[config.mk]
export PLATFORM = sky130hd
export DESIGN_NAME = chain_addr_loader
export DESIGN_NICKNAME = d
export VERILOG_FILES = /design/src/rtl/chain_addr_pkg.sv /design/src/rtl/addr_pair_reg.sv /design/src/rtl/variant_reg.sv /design/src/rtl/chain_addr_loader.sv
export SDC_FILE = /design/constraint.sdc
export NUM_CORES = 1
export LEC_CHECK = 0
export BUFFER_PORTS_ARGS = -buffer_cell sky130_fd_sc_hd__clkbuf_2
export CELL_PAD_IN_SITES_DETAIL_PLACEMENT = 0
export CELL_PAD_IN_SITES_GLOBAL_PLACEMENT = 2
export CORE_MARGIN = 4
export CORE_UTILIZATION = 21
export CTS_CLUSTER_DIAMETER = 50
export DETAILED_ROUTE_END_ITERATION = 12
export PLACE_DENSITY_LB_ADDON = 0.1
export SLEW_MARGIN = 5
export SYNTH_ARGS = -nofsm -noshare
export SYNTH_HDL_FRONTEND = slang
export SYNTH_HIERARCHICAL = 1
export SYNTH_SLANG_ARGS = --single-unit
[constraint.sdc]
create_clock -name clk -period 1.19 [get_ports clk]
set_input_delay 0.238 -clock clk [delete_from_list [all_inputs] [get_ports clk]]
set_output_delay 0.238 -clock clk [all_outputs]
set_load 0.02 [all_outputs]
[src/rtl/chain_addr_pkg.sv]
// Shared types and constants for the chained address register loader.
package chain_addr_pkg;
    typedef enum logic [1:0] {
        FMT_TWO  = 2'b00,
        FMT_ONE  = 2'b01,
        FMT_NONE = 2'b10,
        FMT_RSV  = 2'b11
    } fmt_e;
endpackage

[src/rtl/addr_pair_reg.sv]
// Holds the two operand address registers.
// Assumes: the write port has priority over extraction; format 11 is treated as no-address.
module addr_pair_reg
    import chain_addr_pkg::*;
#(
    parameter int AW = 16
) (
    input  logic          clk,
    input  logic          rst_n,
    input  logic          extract,
    input  logic [1:0]    fmt,
    input  logic          dup_a,
    input  logic [AW-1:0] a_field,
    input  logic [AW-1:0] b_field,
    input  logic          wb_en,
    input  logic [AW-1:0] wb_a,
    input  logic [AW-1:0] wb_b,
    output logic [AW-1:0] a_q,
    output logic [AW-1:0] b_q
);
    logic [AW-1:0] a_nx, b_nx;

    // Pick the next address values from format, attribute and write port.
    always_comb begin
        a_nx = a_q;
        b_nx = b_q;
        if (wb_en) begin
            a_nx = wb_a;
            b_nx = wb_b;
        end else if (extract) begin
            case (fmt_e'(fmt))
                FMT_TWO: begin
                    a_nx = a_field;
                    b_nx = b_field;
                end
                FMT_ONE: begin
                    a_nx = a_field;
                    if (dup_a) b_nx = a_field;
                end
                default: ;
            endcase
        end
    end

    // Register the address pair.
    always_ff @(posedge clk) begin
        if (!rst_n) begin
            a_q <= '0;
            b_q <= '0;
        end else begin
            a_q <= a_nx;
            b_q <= b_nx;
        end
    end

    AST_WB_PRIO: assert property (@(posedge clk) disable iff (!rst_n)
        wb_en |=> (a_q == $past(wb_a) && b_q == $past(wb_b)));
    AST_IDLE_HOLD: assert property (@(posedge clk) disable iff (!rst_n)
        (!wb_en && !extract) |=> ($stable(a_q) && $stable(b_q)));
    AST_DUP_COPY: assert property (@(posedge clk) disable iff (!rst_n)
        (!wb_en && extract && fmt == 2'b01 && dup_a) |=> (b_q == a_q));
    AST_PRESERVE_B: assert property (@(posedge clk) disable iff (!rst_n)
        (!wb_en && extract && fmt == 2'b01 && !dup_a) |=> $stable(b_q));
    AST_NOADDR_HOLD: assert property (@(posedge clk) disable iff (!rst_n)
        (!wb_en && extract && fmt[1]) |=> ($stable(a_q) && $stable(b_q)));
endmodule

[src/rtl/variant_reg.sv]
// Holds the variant character and its valid flag.
// Assumes: a destroyed variant reads as INV_CODE with the valid flag cleared.
module variant_reg #(
    parameter int          VW       = 6,
    parameter logic [VW-1:0] INV_CODE = '1
) (
    input  logic          clk,
    input  logic          rst_n,
    input  logic          extract,
    input  logic [1:0]    fmt,
    input  logic          var_present,
    input  logic          clobber_mode,
    input  logic [VW-1:0] var_field,
    output logic [VW-1:0] v_q,
    output logic          v_ok
);
    logic has_addr;
    logic [VW-1:0] v_nx;
    logic          ok_nx;

    // An instruction has an address portion unless its format is no-address.
    assign has_addr = !fmt[1];

    // Decide whether to load, destroy or keep the variant.
    always_comb begin
        v_nx  = v_q;
        ok_nx = v_ok;
        if (extract) begin
            if (var_present) begin
                v_nx  = var_field;
                ok_nx = 1'b1;
            end else if (clobber_mode && has_addr) begin
                v_nx  = INV_CODE;
                ok_nx = 1'b0;
            end
        end
    end

    // Register the variant and its flag.
    always_ff @(posedge clk) begin
        if (!rst_n) begin
            v_q  <= INV_CODE;
            v_ok <= 1'b0;
        end else begin
            v_q  <= v_nx;
            v_ok <= ok_nx;
        end
    end

    AST_VAR_LOAD: assert property (@(posedge clk) disable iff (!rst_n)
        (extract && var_present) |=> (v_ok && v_q == $past(var_field)));
    AST_VAR_KEEP: assert property (@(posedge clk) disable iff (!rst_n)
        (extract && !var_present && !clobber_mode) |=> ($stable(v_q) && $stable(v_ok)));
    AST_VAR_KILL: assert property (@(posedge clk) disable iff (!rst_n)
        (extract && !var_present && clobber_mode && !fmt[1]) |=> (!v_ok && v_q == INV_CODE));
    AST_VAR_IDLE: assert property (@(posedge clk) disable iff (!rst_n)
        !extract |=> ($stable(v_q) && $stable(v_ok)));
endmodule

[src/rtl/chain_addr_loader.sv]
// Top level: address pair plus variant register updated on extraction.
// Assumes: single-cycle strobes; outputs are register outputs.
module chain_addr_loader #(
    parameter int AW = 16,
    parameter int VW = 6
) (
    input  logic          clk,
    input  logic          rst_n,
    input  logic          extract,
    input  logic [1:0]    fmt,
    input  logic          dup_a,
    input  logic          var_present,
    input  logic          clobber_mode,
    input  logic [AW-1:0] a_field,
    input  logic [AW-1:0] b_field,
    input  logic [VW-1:0] var_field,
    input  logic          wb_en,
    input  logic [AW-1:0] wb_a,
    input  logic [AW-1:0] wb_b,
    output logic [AW-1:0] a_reg,
    output logic [AW-1:0] b_reg,
    output logic [VW-1:0] var_reg,
    output logic          var_valid
);
    localparam logic [VW-1:0] INV_CODE = {VW{1'b1}};

    addr_pair_reg #(.AW(AW)) u_addr (
        .clk(clk), .rst_n(rst_n), .extract(extract), .fmt(fmt), .dup_a(dup_a),
        .a_field(a_field), .b_field(b_field), .wb_en(wb_en), .wb_a(wb_a),
        .wb_b(wb_b), .a_q(a_reg), .b_q(b_reg)
    );

    variant_reg #(.VW(VW), .INV_CODE(INV_CODE)) u_var (
        .clk(clk), .rst_n(rst_n), .extract(extract), .fmt(fmt),
        .var_present(var_present), .clobber_mode(clobber_mode),
        .var_field(var_field), .v_q(var_reg), .v_ok(var_valid)
    );

    AST_INV_FLAG: assert property (@(posedge clk) disable iff (!rst_n)
        !var_valid |-> (var_reg == INV_CODE));
endmodule

==> results of run 1 <==
-- final timing paths --
kind,endpoint,from,cells past startpoint,slack (ns)
worst min register to register,u_addr/b_q[11]$_SDFFE_PN0P_,u_addr/b_q[11]$_SDFFE_PN0P_,2,0.46
worst min-delay path,u_var/v_q[0]$_SDFFE_PN1P_,var_field[0],2,0.17
worst max-delay path,u_addr/a_q[15]$_SDFFE_PN0P_,fmt[1],5,0.11
worst max register to register,u_addr/a_q[0]$_SDFFE_PN0P_,u_addr/a_q[0]$_SDFFE_PN0P_,2,0.45
-- state kept, by name, summed over array words and instances, names as in the netlist --
signal / count
u_var/v_q: 6
u_addr/b_q: 16
u_addr/a_q: 16
u_var/v_ok: 1
-- metal layers --
layer | up-vias | wire length (um) | track usage
met3 | 7 | 583 | 0.0454
met5 | - | 0 | 0
met4 | 0 | 73 | 0.0313
met2 | 83 | 3330 | 0.214
met1 | 925 | 3210 | 0.170
li1 | 1011 | - | -
-- power by group --
| group | leakage [nW] | internal, W | switching [W] |
|---|---|---|---|
| combinational | 0.949 | 0.000344 | 0.000443 |
| clock | 0.0470 | 0.000456 | 0.000467 |
| sequential | 0.324 | 0.00141 | 0.0000532 |
| total | 1.32 | 0.00221 | 0.000963 |
-- kinds of logic after synthesis --
group,share of synthesized area
mux,0.0883
flops,0.405
simple gates,0.129
buf+inv,0.0876
compound gates,0.290
-- what timing repair did --
action                                  CTS  global route
buffers inserted                          0             0
endpoints found under the setup margin    0            16
gates resized for setup                   0             1
-- metrics by stage --
step	std cells	area, um^2
after detailed placement	431	2700
after CTS	438	2790
final	438	2800
after global placement	431	2700
after floorplan	205	1930
after global routing	438	2800
-- layout by cell type (no fill, tap or decap), types with 2 or more instances in the layout --
| cell | instances |
|---|---|
| clkbuf_2 | 117 |
| a211oi_1 | 32 |
| dfxtp_1 | 39 |
| and3b_2 | 2 |
| inv_1 | 18 |
| nor2_1 | 16 |
| o22a_1 | 6 |
| mux2i_1 | 17 |
| clkbuf_8 | 6 |
| buf_4 | 17 |
| o21ai_0 | 16 |
| and3b_1 | 14 |
| o32ai_1 | 16 |
| nand2b_1 | 2 |
-- cell type report --
| type | count | share of cell area |
|---|---|---|
| multi-input combinational | 130 | 0.353 |
| sequential | 39 | 0.279 |
| timing repair buffer | 135 | 0.262 |
| tap | 108 | 0.0483 |
| clock buffer | 6 | 0.0295 |
| inverter | 19 | 0.0255 |
| clock inverter | 1 | 0.00179 |
==> qor.txt, run 1 <==
outcome - finished, final reports clean
hold_buf cts - 0
hold_ws - 0.171 ns
Slew Viols, Final - 0
power density cells - 1130 nW/um^2
CP bufs+invs - 2
final setup violation count - 0
CP max FO - 16
CTS clk-pin slew, worst paths - 0.08 ns
1st-pass router iterations - 6
Post-synth EDFFs - 0
syn_area_per_cell - 9.41 um^2
cell taking the most area after synthesis - dfxtp_1
FF+latch area - 781 um^2
H-tree depth - 2
asr flop ratio synth - 0
Worst Setup End Kind - flip-flop
Fillers - 978
Post-DP HPWL - 5780 um
Die Span X - 104 um
fin nets - 409
IO Pins - 118
Fin. Hold Viols - 0
root buffer cell - clkbuf_8
total CTS buffers - 5
aggregate global routing overflow - 0
area of the multi-input gates - 988 um^2
Post-Syn Area - 1930 um^2
die height - 104 um
Crit path largest cell delay - 0.34 ns
most frequent cell after synthesis - dfxtp_1
TritonCTS clock tree - yes
post-route ant nets - 0
FP Rows - 34
initial antenna violation count - 0
post-synthesis cell type count - 25
cells along the critical path - clkbuf_2, nor2b_2, buf_4, mux2i_1, a211oi_1
Seq/Total Area, Yosys - 0.405
via count - 2026
Post-Synthesis Cells - 205
Final Power - 0.00317 W
top-area cell type share of the netlist area - 0.405
Slew headroom - 0.681
setup ws final - 0.109 ns
Final period util - 0.908
pre-CTS setup slack - -0.308 ns
RSZ-0062 raised after global routing - false
Worst Path Arrival - 1.25 ns
Post-synth top cells - 39 x dfxtp_1, 32 x a211oi_1, 18 x inv_1, 17 x mux2i_1
global-route wire length before repair - 11400 um
startpoint types - input port
WS Path Type - input port to flip-flop
gr usage total - 0.133
dominant synthesized flop cell - dfxtp_1
final core occ - 0.316
gpl congestion - 0.762
number of synthesized register bits - 39
Worst VDD drop - 0.000405 V
routed len/inst - 16.4 um
top cells by area, synth - dfxtp_1 40%, a211oi_1 12%, mux2i_1 8.8%, o32ai_1 7.3%, and3b_1 6.4%
Die Footprint - 10800 um^2
TNS Setup - 0 ns
Remaining DRCs - 0
ant diodes - 0
clk_skew - 0 ns
IO Port Bufs - 117
final wirelength - 7200 um
Area growth syn-to-layout - 45.0%
yosys warns - 6
CP top delay family - buffers and inverters
Leakage - 1.32 nW
max-cap violation count - 0
vias in the first global route - 2072
Initial Util - 0.218
deepest clock path buffer count - 2
Via density - 4.63
largest net degree at the start of global routing - 32
syn nets - 284
1st-iter DRT viols - 50
Max Freq - 0.925 GHz
min-delay worst type - input port to flip-flop
clock latency on the worst-skew pair - 0.28 ns
core footprint - 8850 um^2
Worst path slowest cell - buf_4
fin crit period - 1.08 ns
actual slew at the worst max-slew pin - 0.478 ns
Sink Count - 39
fraction of layout instances using a drive strength above 1 - 0.455
Critical Path RT - 1.36 ns
(Power assumes the default switching activity.)
==> run 2: changes to the inputs <==
--- a/config.mk
+++ b/config.mk
@@ -12,7 +12,7 @@
 export CORE_UTILIZATION = 21
 export CTS_CLUSTER_DIAMETER = 50
 export DETAILED_ROUTE_END_ITERATION = 12
-export PLACE_DENSITY_LB_ADDON = 0.1
+export PLACE_DENSITY = 0.8
 export SLEW_MARGIN = 5
 export SYNTH_ARGS = -nofsm -noshare
 export SYNTH_HDL_FRONTEND = slang
==> qor.txt, run 2 (synthesis results as in run 1) <==
power density cells - 1100 nW/um^2 (-2.5%)
TNS Setup - 0 ns (unchanged)
hold_buf cts - 0 (unchanged)
vias in the first global route - 2132 (+2.9%)
Fillers - 966 (-1.2%)
CTS clk-pin slew, worst paths - 0.08 ns (about the same)
post-placement cell count - 435 (+0.93%)
fin nets - 413 (+0.98%)
Initial Util - 0.218 (unchanged)
WS Path Type - input port to flip-flop
Max Freq - 0.929 GHz (+0.44%)
core footprint - 8850 um^2 (unchanged)
IO Pins - 118 (unchanged)
RSZ-0062 raised after global routing - false
hold_ws - 0.175 ns (+0.00362 ns)
commonest non-fill, non-tap cell in the layout - clkbuf_2
largest net degree at the start of global routing - 28 (-13%)
area of the multi-input gates - 988 um^2 (unchanged)
clk_skew - 0 ns (unchanged)
Die Footprint - 10800 um^2 (unchanged)
die height - 104 um (unchanged)
outcome - finished, final reports clean
total CTS buffers - 5 (unchanged)
IO Port Bufs - 117 (unchanged)
Die Span X - 104 um (unchanged)
CP top delay family - buffers and inverters
Fin. Hold Viols - 0 (unchanged)
Slew headroom - 0.667 (-0.0134)
post-route ant nets - 0 (unchanged)
cells along the critical path - clkbuf_2, buf_4, and3b_1, a211oi_1, buf_4, o32ai_1
fraction of layout instances using a drive strength above 1 - 0.457 (+0.00217)
Slew Viols, Final - 0 (unchanged)
final setup violation count - 0 (unchanged)
Sink Count - 39 (unchanged)
final wirelength - 7150 um (-0.64%)
deepest clock path buffer count - 2 (unchanged)
CP max FO - 5 (-11)
Remaining DRCs - 0 (unchanged)
root buffer cell - clkbuf_8
Critical Path RT - 1.35 ns (about the same)
global-route wire length before repair - 11400 um (-0.12%)
Crit path largest cell delay - 0.31 ns (-0.03 ns)
startpoint types - input port
design area - 2850 um^2 (+1.7%)
most frequent cells in the layout - 117 x clkbuf_2, 39 x dfxtp_1, 32 x a211oi_1
post-route insts no fill - 443 (+1.1%)
via count - 2045 (+0.94%)
gpl congestion - 0.793 (+4.1%)
ant diodes - 0 (unchanged)
actual slew at the worst max-slew pin - 0.498 ns (+0.0200 ns)
Area growth syn-to-layout - 47.6%
TritonCTS clock tree - yes
Leakage - 1.35 nW (+2.0%)
aggregate global routing overflow - 0 (unchanged)
initial antenna violation count - 0 (unchanged)
Worst VDD drop - 0.000420 V (+3.9%)
routed len/inst - 16.1 um (-1.8%)
most used cell, CP - buf_4
clock latency on the worst-skew pair - 0.28 ns (about the same)
Worst Path Arrival - 1.24 ns (about the same)
gr usage total - 0.131 (-0.00183)
Worst path slowest cell - a211oi_1
min-delay worst type - input port to flip-flop
FP Rows - 34 (unchanged)
Via density - 4.62 (-0.20%)
CP bufs+invs - 3 (+1)
Final period util - 0.904 (-0.00401)
Worst Setup End Kind - flip-flop
max-cap violation count - 0 (unchanged)
1st-pass router iterations - 4 (-2)
FF+latch area - 781 um^2 (unchanged)
biggest regs - u_addr/a_q x16, u_addr/b_q x16, u_var/v_q x6
1st-iter DRT viols - 66 (+32%)
DP Area - 2760 um^2 (+2.0%)
fin crit period - 1.08 ns (-0.00477 ns)
Post-DP HPWL - 5680 um (-1.6%)
H-tree depth - 2 (unchanged)
-- run 2: power by group --
part           total [W]  switching, W  leakage [nW]  internal [W]
logic           0.000809      0.000447         0.980      0.000362
registers        0.00146     0.0000514         0.324       0.00141
clock network   0.000876      0.000464        0.0422      0.000412
total            0.00314      0.000963          1.35       0.00218
-- run 2: final cells by class --
class                           count  area share
Clock buffer                        7      0.0268
Clock inverter                      1     0.00176
Inverter                           19      0.0251
Multi-Input combinational cell    130       0.347
Sequential cell                    39       0.274
Tap cell                          108      0.0475
Timing Repair Buffer              139       0.277
-- run 2: metrics by stage --
step           total power [W]  worst slack, ns   util
2_1_floorplan          0.00191           0.0252      -
3_3_place_gp           0.00230           -0.296  0.312
3_5_place_dp           0.00230           -0.324  0.312
4_1_cts                0.00320            0.103  0.322
5_1_grt                0.00332           0.0304  0.322
6_report               0.00314            0.114  0.322
-- run 2: final timing paths --
path | startpoint | cells past startpoint | endpoint | slack [ns]
worst max-delay path | fmt[1] | 6 | u_addr/b_q[11]$_SDFFE_PN0P_ | 0.11
worst min-delay path | var_field[4] | 2 | u_var/v_q[4]$_SDFFE_PN1P_ | 0.17
worst max register to register | u_addr/a_q[2]$_SDFFE_PN0P_ | 2 | u_addr/a_q[2]$_SDFFE_PN0P_ | 0.45
worst min register to register | u_addr/b_q[1]$_SDFFE_PN0P_ | 2 | u_addr/b_q[1]$_SDFFE_PN0P_ | 0.46
-- run 2: what timing repair did --
action | in CTS | in global routing
setup endpoints to repair | 14 | 0
resized for setup | 1 | 0
setup buffers | 0 | 0
-- run 2: per-layer routing --
layer  vias to the layer above  routed length, um  GRT usage
li1                       1023                  -          -
met1                       928               3270      0.174
met2                        87               3270      0.205
met3                         7                547     0.0454
met4                         0                 68     0.0275
met5                         -                  0          0
